[src/rtl/stepseq_pkg.sv]
package stepseq_pkg;

   localparam int unsigned MODE_W = 3;
   localparam int unsigned MAX_N  = 16;

   // Micro-steps per pattern change for each mode code
   function automatic int unsigned mode_div(input logic [MODE_W-1:0] code);
      case (code)
         3'd0:    return 1;
         3'd1:    return 2;
         3'd2:    return 4;
         3'd3:    return 8;
         3'd4:    return 16;
         3'd5:    return 5;
         3'd6:    return 10;
         default: return 1;
      endcase
   endfunction

   // Pattern index -> {A, A\, B, B\}
   function automatic logic [3:0] pattern_of(input logic [1:0] idx);
      case (idx)
         2'd0:    return 4'b1001;
         2'd1:    return 4'b0101;
         2'd2:    return 4'b0110;
         default: return 4'b1010;
      endcase
   endfunction

endpackage

[src/rtl/stepseq_edge.sv]
module stepseq_edge #(
   parameter int unsigned SYNC_STAGES = 0
) (
   input  logic clk,
   input  logic rst_n,
   input  logic step_i,
   output logic rise_o
);

   logic step_s;
   logic step_q;

   generate
      if (SYNC_STAGES == 0) begin : g_direct
         assign step_s = step_i;
      end else begin : g_sync
         logic [SYNC_STAGES-1:0] chain;
         always_ff @(posedge clk or negedge rst_n) begin
            if (!rst_n) chain <= '0;
            else if (SYNC_STAGES == 1) chain <= step_i;
            else chain <= {chain[SYNC_STAGES-2:0], step_i};
         end
         assign step_s = chain[SYNC_STAGES-1];
      end
   endgenerate

   always_ff @(posedge clk or negedge rst_n) begin
      if (!rst_n) step_q <= 1'b0;
      else        step_q <= step_s;
   end

   assign rise_o = step_s & ~step_q;


   no_double_rise_chk: assert property (@(posedge clk) disable iff (!rst_n)
      rise_o |=> !rise_o);

endmodule

[src/rtl/stepseq_ucount.sv]
module stepseq_ucount
   import stepseq_pkg::*;
#(
   parameter int unsigned MAX_DIV = 16,
   localparam int unsigned CNT_W  = $clog2(MAX_DIV),
   localparam int unsigned DIV_W  = $clog2(MAX_DIV + 1)
) (
   input  logic              clk,
   input  logic              rst_n,
   input  logic              rise_i,
   input  logic              dir_i,
   input  logic [MODE_W-1:0] mode_i,
   output logic [CNT_W-1:0]  cnt_o,
   output logic              carry_o,
   output logic              borrow_o
);

   logic [DIV_W-1:0] act_div;
   logic [DIV_W-1:0] div_now;
   logic [CNT_W-1:0] last_now;
   logic             at_zero;
   logic             at_last;

   generate
      if (MAX_DIV < MAX_N) begin : g_bad_div
         $error("stepseq_ucount: MAX_DIV must be at least 16");
      end
   endgenerate

   assign at_zero  = (cnt_o == '0);
   assign div_now  = at_zero ? DIV_W'(mode_div(mode_i)) : act_div;
   assign last_now = CNT_W'(div_now - 1'b1);
   assign at_last  = (cnt_o == last_now);

   assign carry_o  = rise_i &  dir_i & at_last;
   assign borrow_o = rise_i & ~dir_i & at_zero;

   always_ff @(posedge clk or negedge rst_n) begin
      if (!rst_n) begin
         act_div <= DIV_W'(1);
      end else if (at_zero) begin
         act_div <= DIV_W'(mode_div(mode_i));
      end
   end

   always_ff @(posedge clk or negedge rst_n) begin
      if (!rst_n) begin
         cnt_o <= '0;
      end else if (rise_i) begin
         if (dir_i) cnt_o <= at_last ? '0 : cnt_o + 1'b1;
         else       cnt_o <= at_zero ? last_now : cnt_o - 1'b1;
      end
   end


   cnt_in_range_chk: assert property (@(posedge clk) disable iff (!rst_n)
      (cnt_o != '0) |-> ({1'b0, cnt_o} < act_div));


   cnt_hold_chk: assert property (@(posedge clk) disable iff (!rst_n)
      !rise_i |=> $stable(cnt_o));


   carry_to_zero_chk: assert property (@(posedge clk) disable iff (!rst_n)
      carry_o |=> (cnt_o == '0));


   div_hold_chk: assert property (@(posedge clk) disable iff (!rst_n)
      ((cnt_o != '0) && !rise_i) |=> $stable(act_div));

endmodule

[src/rtl/stepseq_phase.sv]
module stepseq_phase
   import stepseq_pkg::*;
(
   input  logic       clk,
   input  logic       rst_n,
   input  logic       adv_i,
   input  logic       ret_i,
   output logic [3:0] phase_o
);

   logic [1:0] idx;

   always_ff @(posedge clk or negedge rst_n) begin
      if (!rst_n)     idx <= 2'd0;
      else if (adv_i) idx <= idx + 2'd1;
      else if (ret_i) idx <= idx - 2'd1;
   end

   assign phase_o = pattern_of(idx);


   pair_excl_chk: assert property (@(posedge clk) disable iff (!rst_n)
      !(phase_o[3] && phase_o[2]) && !(phase_o[1] && phase_o[0]));


   two_on_chk: assert property (@(posedge clk) disable iff (!rst_n)
      $countones(phase_o) == 2);


   phase_hold_chk: assert property (@(posedge clk) disable iff (!rst_n)
      !(adv_i || ret_i) |=> $stable(phase_o));


   one_pair_swap_chk: assert property (@(posedge clk) disable iff (!rst_n)
      (adv_i || ret_i) |=> ($countones(phase_o ^ $past(phase_o)) == 2));


   adv_ret_excl_chk: assert property (@(posedge clk) disable iff (!rst_n)
      !(adv_i && ret_i));

endmodule

[src/rtl/stepseq_top.sv]
module stepseq_top
   import stepseq_pkg::*;
#(
   parameter int unsigned MAX_DIV     = 16,
   parameter int unsigned SYNC_STAGES = 0,
   localparam int unsigned CNT_W      = $clog2(MAX_DIV)
) (
   input  logic              clk,
   input  logic              rst_n,
   input  logic              step_i,
   input  logic              dir_i,
   input  logic [MODE_W-1:0] mode_i,
   output logic [3:0]        phase_o,
   output logic [CNT_W-1:0]  ustep_o
);

   logic rise;
   logic carry;
   logic borrow;

   stepseq_edge #(
      .SYNC_STAGES(SYNC_STAGES)
   ) u_edge (
      .clk    (clk),
      .rst_n  (rst_n),
      .step_i (step_i),
      .rise_o (rise)
   );

   stepseq_ucount #(
      .MAX_DIV(MAX_DIV)
   ) u_count (
      .clk      (clk),
      .rst_n    (rst_n),
      .rise_i   (rise),
      .dir_i    (dir_i),
      .mode_i   (mode_i),
      .cnt_o    (ustep_o),
      .carry_o  (carry),
      .borrow_o (borrow)
   );

   stepseq_phase u_phase (
      .clk     (clk),
      .rst_n   (rst_n),
      .adv_i   (carry),
      .ret_i   (borrow),
      .phase_o (phase_o)
   );


   boundary_only_chk: assert property (@(posedge clk) disable iff (!rst_n)
      (phase_o != $past(phase_o)) |-> ($past(ustep_o) == '0 || ustep_o == '0));

endmodule

[config.mk]
export PLATFORM = sky130hd
export DESIGN_NAME = stepseq_top
export DESIGN_NICKNAME = d
export VERILOG_FILES = /design/src/rtl/stepseq_pkg.sv /design/src/rtl/stepseq_edge.sv /design/src/rtl/stepseq_ucount.sv /design/src/rtl/stepseq_phase.sv /design/src/rtl/stepseq_top.sv
export SDC_FILE = /design/constraint.sdc
export NUM_CORES = 1
export LEC_CHECK = 0
export CAP_MARGIN = 20
export CORE_MARGIN = 3
export CORE_UTILIZATION = 45
export CTS_CLUSTER_DIAMETER = 200
export CTS_CLUSTER_SIZE = 40
export DETAILED_ROUTE_END_ITERATION = 8
export GPL_TIMING_DRIVEN = 0
export PLACE_DENSITY = 0.68
export REMOVE_ABC_BUFFERS = 1
export SYNTH_ARGS = -nofsm -noshare
export SYNTH_HDL_FRONTEND = slang
export SYNTH_SLANG_ARGS = --single-unit
[constraint.sdc]
create_clock -name clk -period 4.48 [get_ports clk]
set_input_delay 0.896 -clock clk [delete_from_list [all_inputs] [get_ports clk]]
set_output_delay 0.896 -clock clk [all_outputs]
set_load 0.005 [all_outputs]
# Yosys cells after proc, flatten, opt, wreduce, memory -nomap -nowiden
# Index checks and enable logic that the tools add are counted.
# word_totals
regBits,12
in_bits,7
# classes
n_bitwise,7
muxes,8
add_sub_neg,5
n_reduce_logical,3
n_eq_ne,9
# ops
cell,n
5-bit case mux with 6 select lines,1
4-bit 2-to-1 mux,3
4-bit case mux with 3 select lines,1
3-bit == test (second input constant),3
4-bit by 1-bit subtractor with 4-bit output (second input constant),2
3-bit by 2-bit == test with 1-bit output (second input constant),2
1-bit AND,5
5-bit 2-to-1 mux,1
4-bit by 1-bit adder with 4-bit output (second input constant),1
4-bit == test,1
4-bit zero test,1
2-bit 2-to-1 mux,2
3-bit by 1-bit == test with 1-bit output (second input constant),1
2-bit by 1-bit adder with 2-bit output (second input constant),1
2-bit by 1-bit == test with 1-bit output (second input constant),1
2-bit == test (second input constant),1
2-bit zero test,1
1-bit NOT,2
2-bit nonzero test,1
2-bit by 1-bit subtractor with 2-bit output (second input constant),1

# Depth between registers and ports, before layout
# Gate-level depths: netlist (run 1).
# depth
ltp_word,7
depth_mapped,13
ltp_nobuf,12

# Cells and area by module
# Synthesis (run 1) repeated with hierarchy kept, for this count alone.
# hier_totals
cells_unflattened,106
area_unflattened_um2,948.4
# modules_own_cells
module,area_each_um2,seq_area_each_um2,cells_per_inst,instances
stepseq_ucount,733.2,201.4,85,1
stepseq_phase,176.4,50.0,19,1
stepseq_edge,38.8,25.0,2,1

# Least setup slack after synthesis (run 1)
# Ideal clock, no wire load.
# synth_timing
path_type,register -> register
start,register u_count.cnt_o[0]
end,register u_phase.idx[0]
t_required_ns,4.355
arrival_ns,2.766
path_buffers,1
period_less_slack_ns,2.891
setup_slack_ns,1.589
stages_incl_launch_ff,13
cell_sequence,dfrtp_1 > inv_1 > ha_1 > or3b_1 > buf_2 > nand2_1 > nand2_4 > inv_1 > ha_1 > a2111oi_1 > a31o_1 > nor4_4 > mux2_4
# synth_via
elab_chain_cells,6
# synth_rtl
item,line,source
"start, declared",stepseq_ucount.sv:13,"output logic [CNT_W-1:0] cnt_o,"
"start signal, assigned",stepseq_ucount.sv:50,if (dir_i) cnt_o <= at_last ? '0 : cnt_o + 1'b1;
"start signal, assigned",stepseq_ucount.sv:51,else cnt_o <= at_zero ? last_now : cnt_o - 1'b1;
4-bit zero test (*),stepseq_ucount.sv:30,assign at_zero = (cnt_o == '0);
5-bit 2-to-1 mux (*),stepseq_ucount.sv:31,assign div_now = at_zero ? DIV_W'(mode_div(mode_i)) : act_div;
net u_count.div_now[0],stepseq_ucount.sv:19,logic [DIV_W-1:0] div_now;
4-bit by 1-bit subtractor with 4-bit output (*),stepseq_ucount.sv:32,assign last_now = CNT_W'(div_now - 1'b1);
4-bit == test (*),stepseq_ucount.sv:33,assign at_last = (cnt_o == last_now);
1-bit AND (*),stepseq_ucount.sv:35,assign carry_o = rise_i & dir_i & at_last;
2-bit 2-to-1 mux or 2-bit nonzero test (tied branches),n/a,
"end signal, assigned",stepseq_phase.sv:15,else if (adv_i) idx <= idx + 2'd1;
"end signal, assigned",stepseq_phase.sv:16,else if (ret_i) idx <= idx - 2'd1;
"end, declared",stepseq_phase.sv:11,logic [1:0] idx;
# Mark *: on every way through the listed nets, which the timed path passes. The rest lies on a longest branch.
# A chain may end at the register's enable or synchronous reset.

# Worst setup path in the final report (run 1)
# Ends and elaborated chain as after synthesis.

==> flow_summary.html, run 1 <==
<table>
<tr><th>Metric</th><th>Value</th></tr>
<tr><th colspan="2">Detailed routing</th></tr>
<tr><td>DRC marker count from the first detailed-route iteration</td><td>24</td></tr>
<tr><td>Vias post-DR</td><td>856</td></tr>
<tr><td>Wire length per cell</td><td>between 10 and 15 microns</td></tr>
<tr><td>Wirelength, routed</td><td>about 2.1 mm</td></tr>
<tr><td>Ratio of routed vias to standard cells</td><td>5.452</td></tr>
<tr><td>First-pass detailed-route iteration total</td><td>5</td></tr>
<tr><td>Remaining DRCs</td><td>0</td></tr>
<tr><td>Number of routed nets with antenna violations</td><td>0</td></tr>
<tr><th colspan="2">Setup path</th></tr>
<tr><td>Maximum single-stage delay on the critical path</td><td>around 0.55 ns</td></tr>
<tr><td>Arrival time reported for the critical path endpoint</td><td>3.47 ns</td></tr>
<tr><td>Maximum fanout count along the critical path</td><td>10</td></tr>
<tr><td>Startpoint of the worst-slack reg-to-reg timing path</td><td>u_count.cnt_o[0]$_DFFE_PN0P_</td></tr>
<tr><td>Setup slack of the most critical reg-to-reg path</td><td>1.18 ns</td></tr>
<tr><td>Type of origin of the critical path</td><td>register</td></tr>
<tr><td>Critical path's slowest cell</td><td>or3b_1</td></tr>
<tr><td>Crit path capture type</td><td>register</td></tr>
<tr><td>Depth of the most critical reg-to-reg path</td><td>11</td></tr>
<tr><td>Data required time of the worst path</td><td>4.65 ns</td></tr>
<tr><td>Worst-path cell chain</td><td>inv_1 -&gt; ha_1 -&gt; or3b_1 -&gt; nand2_1 -&gt; nand2_4 -&gt; inv_1 -&gt; ha_1 -&gt; a2111oi_1 -&gt; a31o_1 -&gt; nor4_4 -&gt; mux2_4</td></tr>
<tr><td>Critical R2R Capture</td><td>u_phase.idx[0]$_DFFE_PN0P_</td></tr>
<tr><td>Critical path class</td><td>register to register</td></tr>
<tr><th colspan="2">Yosys</th></tr>
<tr><td>Primary FF master, synth</td><td>dfrtp_1</td></tr>
<tr><td>Flip-flop and latch count after synthesis</td><td>11</td></tr>
<tr><td>Cell area after synthesis</td><td>approximately 1000 sq um</td></tr>
<tr><td>Count of warnings emitted by yosys</td><td>0</td></tr>
<tr><td>Sequential area share after synthesis</td><td>0.2695</td></tr>
<tr><td>Number of distinct library cell variants in the gate-level netlist after synthesis</td><td>43</td></tr>
<tr><td>Post-Synthesis Mean Instance Area</td><td>between 8 and 9 sq um</td></tr>
<tr><td>Count of flip-flops with a built-in enable after synthesis</td><td>0</td></tr>
<tr><td>Share of async-settable or async-resettable flops after synthesis</td><td>1.000</td></tr>
<tr><td>Number of instances in the synthesized netlist</td><td>120</td></tr>
<tr><th colspan="2">Die</th></tr>
<tr><td>CORE AREA</td><td>between 2000 and 2500 sq um</td></tr>
<tr><td>Die Area</td><td>2889 sq um</td></tr>
<tr><td>Initial Utilization</td><td>0.4976</td></tr>
<tr><td>Die Y</td><td>53.75 microns</td></tr>
<tr><td># rows</td><td>16</td></tr>
<tr><td>I/O Pins</td><td>15</td></tr>
<tr><td>Die Wd</td><td>53.75 microns</td></tr>
<tr><th colspan="2">Finish</th></tr>
<tr><td>Number of nets in the final layout</td><td>~150</td></tr>
<tr><td>Antenna diode count</td><td>0</td></tr>
<tr><td>Share of final-layout standard cells stronger than drive strength 1</td><td>0.09231</td></tr>
<tr><td>Leading cell type in the layout, fill and taps excluded</td><td>clkdlybuf4s50_1</td></tr>
<tr><td>Growth of design area from synthesis to finish</td><td>13.42%</td></tr>
<tr><td>Filler cell count</td><td>approximately 200</td></tr>
<tr><td>Highest-count cells in the layout ignoring fill and taps</td><td>clkdlybuf4s50_1 (14), nand2_1 (12), a21oi_1 (10), dfrtp_1 (10), nor2_1 (9)</td></tr>
<tr><th colspan="2">Clocking</th></tr>
<tr><td>Number of buffers inserted by hold repair at cts</td><td>0</td></tr>
<tr><td>Number of levels in the clock H-tree</td><td>1</td></tr>
<tr><td>Post-CTS setup repair buffer count</td><td>0</td></tr>
<tr><td>Number of buffers inserted during clock tree synthesis</td><td>3</td></tr>
<tr><td>CTS sink count</td><td>11</td></tr>
<tr><td>Clock latency reported for the late side of the worst-skew pair</td><td>roughly 0.28 ns</td></tr>
<tr><td>TritonCTS clock tree</td><td>yes</td></tr>
<tr><td>Clock transition at the registers of the reported paths</td><td>roughly 0.07 ns</td></tr>
<tr><td>Number of gates resized after CTS</td><td>0</td></tr>
<tr><td>Clock buffer depth</td><td>2</td></tr>
<tr><td>Clock root cell</td><td>clkbuf_4</td></tr>
<tr><th colspan="2">STA</th></tr>
<tr><td>Setup repair after global routing missed its margin</td><td>false</td></tr>
<tr><td>Number of pins exceeding their max-slew limit in the final report</td><td>0</td></tr>
<tr><td>Final number of setup-violating endpoints</td><td>0</td></tr>
<tr><td>Period utilization</td><td>0.7357</td></tr>
<tr><td>Clock skew</td><td>0.008198 ns</td></tr>
<tr><td>Worst relative slew slack</td><td>0.6048</td></tr>
<tr><td>Tightest Pin Transition</td><td>0.5916 ns</td></tr>
<tr><td>Final-layout worst hold slack</td><td>0.5013 ns</td></tr>
<tr><td>Fmax</td><td>a little over 300 MHz</td></tr>
<tr><td>Final critical-path required period</td><td>between 3 and 4 ns</td></tr>
<tr><td>Setup TNS after final layout</td><td>0 ns</td></tr>
<tr><td>Hold Vio Cnt, Final</td><td>0</td></tr>
<tr><th colspan="2">Global routing</th></tr>
<tr><td>Global route overflow</td><td>0</td></tr>
<tr><td>Global routing usage summed across all routing layers</td><td>0.1810</td></tr>
<tr><td>Largest net degree at the start of global routing</td><td>14</td></tr>
<tr><td>Initial antenna violation count</td><td>0</td></tr>
<tr><td>Vias in the first global route</td><td>just under 800</td></tr>
<tr><td>Global-route wire length before repair</td><td>~3.7 mm</td></tr>
<tr><th colspan="2">Place</th></tr>
<tr><td>Detailed-placement wirelength estimate</td><td>1.551 mm</td></tr>
<tr><td>Buffers added on ports</td><td>14</td></tr>
<tr><td>RePlAce Congestion</td><td>slightly below 0.9</td></tr>
<tr><th colspan="2">Job</th></tr>
<tr><td>Number of violations of the max-capacitance limit</td><td>0</td></tr>
<tr><th colspan="2">Run status</th></tr>
<tr><td>Result of the run</td><td>complete, no violations</td></tr>
<tr><th colspan="2">Power and ir drop</th></tr>
<tr><td>IR Drop Worst-Case VDD</td><td>444.8 uV</td></tr>
<tr><td>Final total power</td><td>between 0.0008 and 0.0009 W</td></tr>
<tr><td>Leakage power total</td><td>0.4766 nW</td></tr>
<tr><td>Cell area power density</td><td>slightly above 700 nW/um^2</td></tr>
<tr><th colspan="2">Worst hold path</th></tr>
<tr><td>WHS Endpoint</td><td>u_count.act_div[3]$_DFF_PN0_</td></tr>
<tr><td>Worst Hold Class</td><td>register to register</td></tr>
<tr><td>Hold Path Depth</td><td>2</td></tr>
<tr><td>Hold Startpoint</td><td>u_count.act_div[3]$_DFF_PN0_</td></tr>
</table>
[worst max-delay path by stage]
stage / from / end / depth (start not counted) / slack [ns]
2_1_floorplan: u_count.cnt_o[0]$_DFFE_PN0P_ / u_phase.idx[0]$_DFFE_PN0P_ / 11 / 1.56
3_3_place_gp: mode_i[0] / u_phase.idx[0]$_DFFE_PN0P_ / 10 / 0.96
3_5_place_dp: mode_i[0] / u_phase.idx[0]$_DFFE_PN0P_ / 10 / 0.90
4_1_cts: u_count.cnt_o[0]$_DFFE_PN0P_ / u_phase.idx[0]$_DFFE_PN0P_ / 11 / 1.17
5_1_grt: u_count.cnt_o[0]$_DFFE_PN0P_ / u_phase.idx[0]$_DFFE_PN0P_ / 11 / 0.95
6_report: u_count.cnt_o[0]$_DFFE_PN0P_ / u_phase.idx[0]$_DFFE_PN0P_ / 11 / 1.18
[worst max-delay path: cells and delay by family (launching register included)]
| kind | cells | cell delay [ns] |
|---|---|---|
| multiplexers | 1 | 0.34 |
| flip-flops | 1 | 0.48 |
| buffers and inverters | 2 | 0.23 |
| AND/OR/NAND/NOR | 4 | 1.31 |
| AO/OA/AOI/OAI | 2 | 0.32 |
| adder cells (fa/ha/maj) | 2 | 0.52 |
[synthesized netlist by cell type (2+ instances only)]
library cell | n | area (sq um)
o31ai_1 | 2 | 15.01
ha_1 | 8 | 100.1
a21oi_1 | 10 | 50.05
nand3_1 | 6 | 30.03
clkbuf_1 | 2 | 7.510
buf_2 | 2 | 10.01
xnor2_1 | 4 | 35.03
nor3_1 | 4 | 20.02
buf_6 | 4 | 45.04
xor2_1 | 3 | 26.28
nand2_1 | 12 | 45.04
nor2_1 | 9 | 33.78
a31oi_1 | 2 | 12.51
dfrtp_1 | 10 | 250.2
inv_1 | 7 | 26.28
nor2b_1 | 3 | 18.77
o21ai_0 | 5 | 25.02
nand2b_1 | 2 | 12.51
[stage by stage]
stage | utilization | instances | worst slack, ns | instance area (sq um)
2_1_floorplan | - | 112 | 1.563 | 963.4
3_3_place_gp | 0.5516 | 153 | 0.9588 | 1137
3_5_place_dp | 0.5516 | 153 | 0.8964 | 1137
4_1_cts | 0.5643 | 157 | 1.172 | 1164
5_1_grt | 0.5643 | 157 | 0.9500 | 1164
6_report | 0.5643 | 157 | 1.184 | 1164
[layout make-up]
type / instances / area, sq um / share of cell area
Multi-Input combinational cell: 94 / 660.6 / 0.5677
Tap cell: 27 / 33.78 / 0.02903
Timing Repair Buffer: 14 / 140.1 / 0.1204
Sequential cell: 11 / 276.5 / 0.2376
Inverter: 7 / 26.28 / 0.02258
Clock buffer: 4 / 26.28 / 0.02258
[per-layer routing]
layer  vias to the layer above  global-route usage  wire length [microns]
li1                        443                   -                      -
met1                       386              0.2343                   1003
met3                         5             0.06648                    117
met2                        22              0.2782                    948
met4                         0             0.05532                     32
met5                         -                   0                      0
[power breakdown]
group	total [W]	switching [W]	internal, W	leakage (nW)
clock	0.0000696	0.0000350	0.0000346	0.0150
combinational	0.000541	0.000268	0.000272	0.331
sequential	0.000220	0.0000762	0.000144	0.130
total	0.000831	0.000380	0.000451	0.477
[cells by family (layout without fill, tap and decap cells)]
| kind of cell | after synthesis | in the layout | synth area share |
|---|---|---|---|
| buffers and inverters | 15 | 25 | 0.08659 |
| AOI/OAI and AO/OA | 30 | 30 | 0.1903 |
| muxes | 2 | 2 | 0.02439 |
| xor gates and xnor gates | 8 | 8 | 0.07562 |
| DFF | 11 | 11 | 0.2695 |
| and+or+nand+nor | 46 | 46 | 0.2561 |
| adders and majority gates | 8 | 8 | 0.09756 |
[flip-flops by register name, indices dropped and copies added (netlist names)]
name	count
u_count.act_div	4
u_count.cnt_o	4
u_phase.idx	2
u_edge.step_q	1
Note: power is estimated with default switching activity, not from simulation.
==> run 2, diff against run 1 <==
--- a/config.mk
+++ b/config.mk
@@ -12,7 +12,7 @@
 export CTS_CLUSTER_SIZE = 40
 export DETAILED_ROUTE_END_ITERATION = 8
 export GPL_TIMING_DRIVEN = 0
-export PLACE_DENSITY = 0.68
+export PLACE_DENSITY = 0.71
 export REMOVE_ABC_BUFFERS = 1
 export SYNTH_ARGS = -nofsm -noshare
 export SYNTH_HDL_FRONTEND = slang
==> constraint.sdc (replaced) <==
create_clock -name clk -period 2.8 [get_ports clk]
set_input_delay 0.56 -clock clk [delete_from_list [all_inputs] [get_ports clk]]
set_output_delay 0.56 -clock clk [all_outputs]
set_load 0.005 [all_outputs]
==> run 2 against run 1 <==
Effect of this change:
- clock skew decreased by 0.0044 ns
- global-route usage increased by 1.9 points
- sequential share of layout area decreased by 1.6 points
- sequential cell count unchanged
- sequential power increased by 53%
==> flow_summary.html, run 2 (synthesis results as in run 1) <==
<table>
<tr><th>Metric</th><th>Value</th></tr>
<tr><th colspan="2">STA</th></tr>
<tr><td>Tightest Pin Transition</td><td>0.5971 ns (was 0.5916 ns)</td></tr>
<tr><td>Slack of the critical path</td><td>0.1166 ns (was 1.184 ns)</td></tr>
<tr><td>Hold Vio Cnt, Final</td><td>0 (unchanged)</td></tr>
<tr><td>Clock skew</td><td>0.003766 ns (was 0.008198 ns)</td></tr>
<tr><td>Setup repair after global routing missed its margin</td><td>false (unchanged)</td></tr>
<tr><td>Fmax</td><td>372.7 MHz (was 303.4 MHz)</td></tr>
<tr><td>Final-layout worst hold slack</td><td>0.5106 ns (was 0.5013 ns)</td></tr>
<tr><td>Final critical-path required period</td><td>2.683 ns (was 3.296 ns)</td></tr>
<tr><td>Final number of setup-violating endpoints</td><td>0 (unchanged)</td></tr>
<tr><td>Number of pins exceeding their max-slew limit in the final report</td><td>0 (unchanged)</td></tr>
<tr><td>Worst relative slew slack</td><td>0.6011 (was 0.6048)</td></tr>
<tr><td>Period utilization</td><td>0.9583 (was 0.7357)</td></tr>
<tr><th colspan="2">Clocking</th></tr>
<tr><td>CTS sink count</td><td>11 (unchanged)</td></tr>
<tr><td>Number of buffers inserted during clock tree synthesis</td><td>3 (unchanged)</td></tr>
<tr><td>Clock transition at the registers of the reported paths</td><td>0.07 ns (about the same)</td></tr>
<tr><td>Clock root cell</td><td>clkbuf_4 (unchanged)</td></tr>
<tr><td>Clock buffer depth</td><td>2 (unchanged)</td></tr>
<tr><td>Number of buffers inserted by hold repair at cts</td><td>0 (unchanged)</td></tr>
<tr><td>Clock latency reported for the late side of the worst-skew pair</td><td>0.28 ns (about the same)</td></tr>
<tr><td>TritonCTS clock tree</td><td>yes (unchanged)</td></tr>
<tr><td>Number of levels in the clock H-tree</td><td>1 (unchanged)</td></tr>
<tr><th colspan="2">Finish</th></tr>
<tr><td>Highest-count cells in the layout ignoring fill and taps</td><td>nand2_1 (11), clkdlybuf4s50_1 (11), a21oi_1 (10), nor2_1 (9), buf_4 (9) (was clkdlybuf4s50_1 (14), nand2_1 (12), a21oi_1 (10), dfrtp_1 (10), nor2_1 (9))</td></tr>
<tr><td>Filler cell count</td><td>181 (was 197)</td></tr>
<tr><td>Antenna diode count</td><td>0 (unchanged)</td></tr>
<tr><td>Top flop regs</td><td>u_count.act_div x4, u_count.cnt_o x4, u_phase.idx x2 (unchanged)</td></tr>
<tr><td>Growth of design area from synthesis to finish</td><td>22.68% (was 13.42%)</td></tr>
<tr><td>Non-Filler Cell Area, Final</td><td>1259 sq um (was 1164 sq um)</td></tr>
<tr><td>Number of nets in the final layout</td><td>155 (was 146)</td></tr>
<tr><td>Share of final-layout standard cells stronger than drive strength 1</td><td>0.2230 (was 0.09231)</td></tr>
<tr><th colspan="2">Power and ir drop</th></tr>
<tr><td>Cell area power density</td><td>1192 nW/um^2 (was 713.8 nW/um^2)</td></tr>
<tr><td>Final total power</td><td>0.001501 W (was 0.0008306 W)</td></tr>
<tr><td>Leakage power total</td><td>0.5257 nW (was 0.4766 nW)</td></tr>
<tr><td>IR Drop Worst-Case VDD</td><td>708.5 uV (was 444.8 uV)</td></tr>
<tr><th colspan="2">Place</th></tr>
<tr><td>Buffers added on ports</td><td>14 (unchanged)</td></tr>
<tr><td>Pre-CTS setup slack</td><td>-0.5008 ns (was 0.8964 ns)</td></tr>
<tr><td>RePlAce Congestion</td><td>0.7759 (was 0.8659)</td></tr>
<tr><td>Detailed-placement wirelength estimate</td><td>1.568 mm (was 1.551 mm)</td></tr>
<tr><td>Total cell area at the placement stage</td><td>1137 sq um (unchanged)</td></tr>
<tr><th colspan="2">Setup path</th></tr>
<tr><td>Type of origin of the critical path</td><td>register (unchanged)</td></tr>
<tr><td>Arrival time reported for the critical path endpoint</td><td>2.88 ns (was 3.47 ns)</td></tr>
<tr><td>Critical path's slowest cell</td><td>dfrtp_2 (was or3b_1)</td></tr>
<tr><td>Crit path buf inv count</td><td>3 (was 2)</td></tr>
<tr><td>Data required time of the worst path</td><td>3.00 ns (was 4.65 ns)</td></tr>
<tr><td>Crit path capture type</td><td>register (unchanged)</td></tr>
<tr><td>Maximum single-stage delay on the critical path</td><td>0.43 ns (was 0.55 ns)</td></tr>
<tr><td>Startpoint of the worst-slack reg-to-reg timing path</td><td>u_count.cnt_o[0]$_DFFE_PN0P_ (unchanged)</td></tr>
<tr><td>Critical Path Start</td><td>u_count.cnt_o[0]$_DFFE_PN0P_ (unchanged)</td></tr>
<tr><td>Kind of cell adding the most delay to the critical path</td><td>simple AND/OR/NAND/NOR gates (unchanged)</td></tr>
<tr><td>Critical path class</td><td>register to register (unchanged)</td></tr>
<tr><td>Maximum fanout count along the critical path</td><td>5 (was 10)</td></tr>
<tr><td>Worst-path cell chain</td><td>inv_4 -&gt; ha_4 -&gt; or3b_4 -&gt; nand2_2 -&gt; nand2_4 -&gt; inv_1 -&gt; ha_2 -&gt; xnor2_1 -&gt; a21oi_1 -&gt; nand3_1 -&gt; nor4_4 -&gt; buf_4 -&gt; mux2i_1 (was inv_1 -&gt; ha_1 -&gt; or3b_1 -&gt; nand2_1 -&gt; nand2_4 -&gt; inv_1 -&gt; ha_1 -&gt; a2111oi_1 -&gt; a31o_1 -&gt; nor4_4 -&gt; mux2_4)</td></tr>
<tr><th colspan="2">Die</th></tr>
<tr><td>I/O Pins</td><td>15 (unchanged)</td></tr>
<tr><td>Die Wd</td><td>53.75 microns (unchanged)</td></tr>
<tr><td># rows</td><td>16 (unchanged)</td></tr>
<tr><td>CORE AREA</td><td>2062 sq um (unchanged)</td></tr>
<tr><td>Initial Utilization</td><td>0.4976 (unchanged)</td></tr>
<tr><td>Die Y</td><td>53.75 microns (unchanged)</td></tr>
<tr><td>Die Area</td><td>2889 sq um (unchanged)</td></tr>
<tr><th colspan="2">Detailed routing</th></tr>
<tr><td>First-pass detailed-route iteration total</td><td>4 (was 5)</td></tr>
<tr><td>Number of routed nets with antenna violations</td><td>0 (unchanged)</td></tr>
<tr><td>Vias post-DR</td><td>937 (was 856)</td></tr>
<tr><td>Ratio of routed vias to standard cells</td><td>5.645 (was 5.452)</td></tr>
<tr><td>Wire length per cell</td><td>14.32 microns (was 13.38 microns)</td></tr>
<tr><td>Wirelength, routed</td><td>2.377 mm (was 2.101 mm)</td></tr>
<tr><td>DRC marker count from the first detailed-route iteration</td><td>18 (was 24)</td></tr>
<tr><td>Remaining DRCs</td><td>0 (unchanged)</td></tr>
<tr><th colspan="2">Global routing</th></tr>
<tr><td>Global route overflow</td><td>0 (unchanged)</td></tr>
<tr><td>Vias in the first global route</td><td>924 (was 785)</td></tr>
<tr><td>Largest net degree at the start of global routing</td><td>14 (unchanged)</td></tr>
<tr><td>Global routing usage summed across all routing layers</td><td>0.2001 (was 0.1810)</td></tr>
<tr><td>Global-route wire length before repair</td><td>4.071 mm (was 3.726 mm)</td></tr>
<tr><td>Initial antenna violation count</td><td>0 (unchanged)</td></tr>
<tr><th colspan="2">Run status</th></tr>
<tr><td>Result of the run</td><td>complete, no violations (unchanged)</td></tr>
<tr><th colspan="2">Worst hold path</th></tr>
<tr><td>Worst Hold Class</td><td>register to register (unchanged)</td></tr>
<tr><td>Hold Startpoint</td><td>u_count.act_div[3]$_DFF_PN0_ (unchanged)</td></tr>
<tr><th colspan="2">Job</th></tr>
<tr><td>Number of violations of the max-capacitance limit</td><td>0 (unchanged)</td></tr>
</table>
## run 2: cell count changes in the layout (fill, tap and decap cells not counted), moves of 2 or more
| cell | before | now |
|---|---|---|
| dfrtp_1 | 10 | 8 |
| inv_1 | 7 | 5 |
| dlygate4sd2_1 | 0 | 3 |
| dfrtp_2 | 0 | 2 |
| clkdlybuf4s50_1 | 14 | 11 |
| ha_1 | 8 | 6 |
| buf_4 | 0 | 9 |
## run 2: path summary, 6_finish.rpt
path | end | slack, ns | depth (start not counted)
min in group asynchronous | u_phase.idx[1]$_DFFE_PN0P_ | 0.61 | 1
worst max register to register | u_phase.idx[1]$_DFFE_PN0P_ | 0.12 | 13
worst max-delay path | u_phase.idx[1]$_DFFE_PN0P_ | 0.12 | 13
worst min-delay path | u_count.act_div[3]$_DFF_PN0_ | 0.51 | 2
worst min register to register | u_count.act_div[3]$_DFF_PN0_ | 0.51 | 2
max in group asynchronous | u_count.cnt_o[1]$_DFFE_PN0P_ | 1.83 | 1
## run 2: worst reg2reg max path, delay by kind of cell, from the launching register on
family	cells	cell delay, ns
adder cells (fa/ha/maj)	2	0.43
flip-flops	1	0.43
AO/OA/AOI/OAI	1	0.12
XOR/XNOR	1	0.12
AND/OR/NAND/NOR	5	0.96
buffers and inverters	3	0.36
multiplexers	1	0.20
## run 2: report_power, final
group	total [W]	switching (W)	leakage, nW	internal, W
logic	0.00105	0.000508	0.380	0.000545
registers	0.000336	0.000102	0.128	0.000233
clock network	0.000112	0.0000588	0.0177	0.0000531
## run 2: area by class of cell
cell class	count	area [sq um]	area share
Clock buffer	3	22.52	0.01789
Clock inverter	1	5.005	0.003976
Inverter	7	28.78	0.02286
Multi-Input combinational cell	94	685.7	0.5447
Sequential cell	11	279.0	0.2217
Tap cell	27	33.78	0.02684
Timing Repair Buffer	23	203.9	0.1620
## run 2: timing repair
action,CTS,global route
gates cloned,0,0
endpoints found under the setup margin,6,6
setup buffers,7,2
gates resized for setup,13,1
pin swaps,2,1
## run 2: layer usage
metal / GRT usage / vias to the layer above / wire, microns
met5: 0 / - / 0
met4: 0.1191 / 0 / 57
met3: 0.07479 / 6 / 106
met2: 0.3206 / 21 / 1185
met1: 0.2241 / 449 / 1027
li1: - / 461 / -
## run 2: stage by stage
stage | setup TNS (ns) | utilization | std cells
floorplan | -0.1167 | - | 112
global placement | -2.075 | 0.5516 | 153
detailed placement | -2.254 | 0.5516 | 153
CTS | 0 | 0.6019 | 164
global route | 0 | 0.6104 | 166
finish | 0 | 0.6104 | 166
==> run 3, diff against run 2 <==
--- a/config.mk
+++ b/config.mk
@@ -5,6 +5,7 @@
 export SDC_FILE = /design/constraint.sdc
 export NUM_CORES = 1
 export LEC_CHECK = 0
+export ABC_CLOCK_PERIOD_IN_PS = 2800
 export CAP_MARGIN = 20
 export CORE_MARGIN = 3
 export CORE_UTILIZATION = 45
==> results of run 3 <==
Final layout, timing and power as in run 2 (identical DEF).
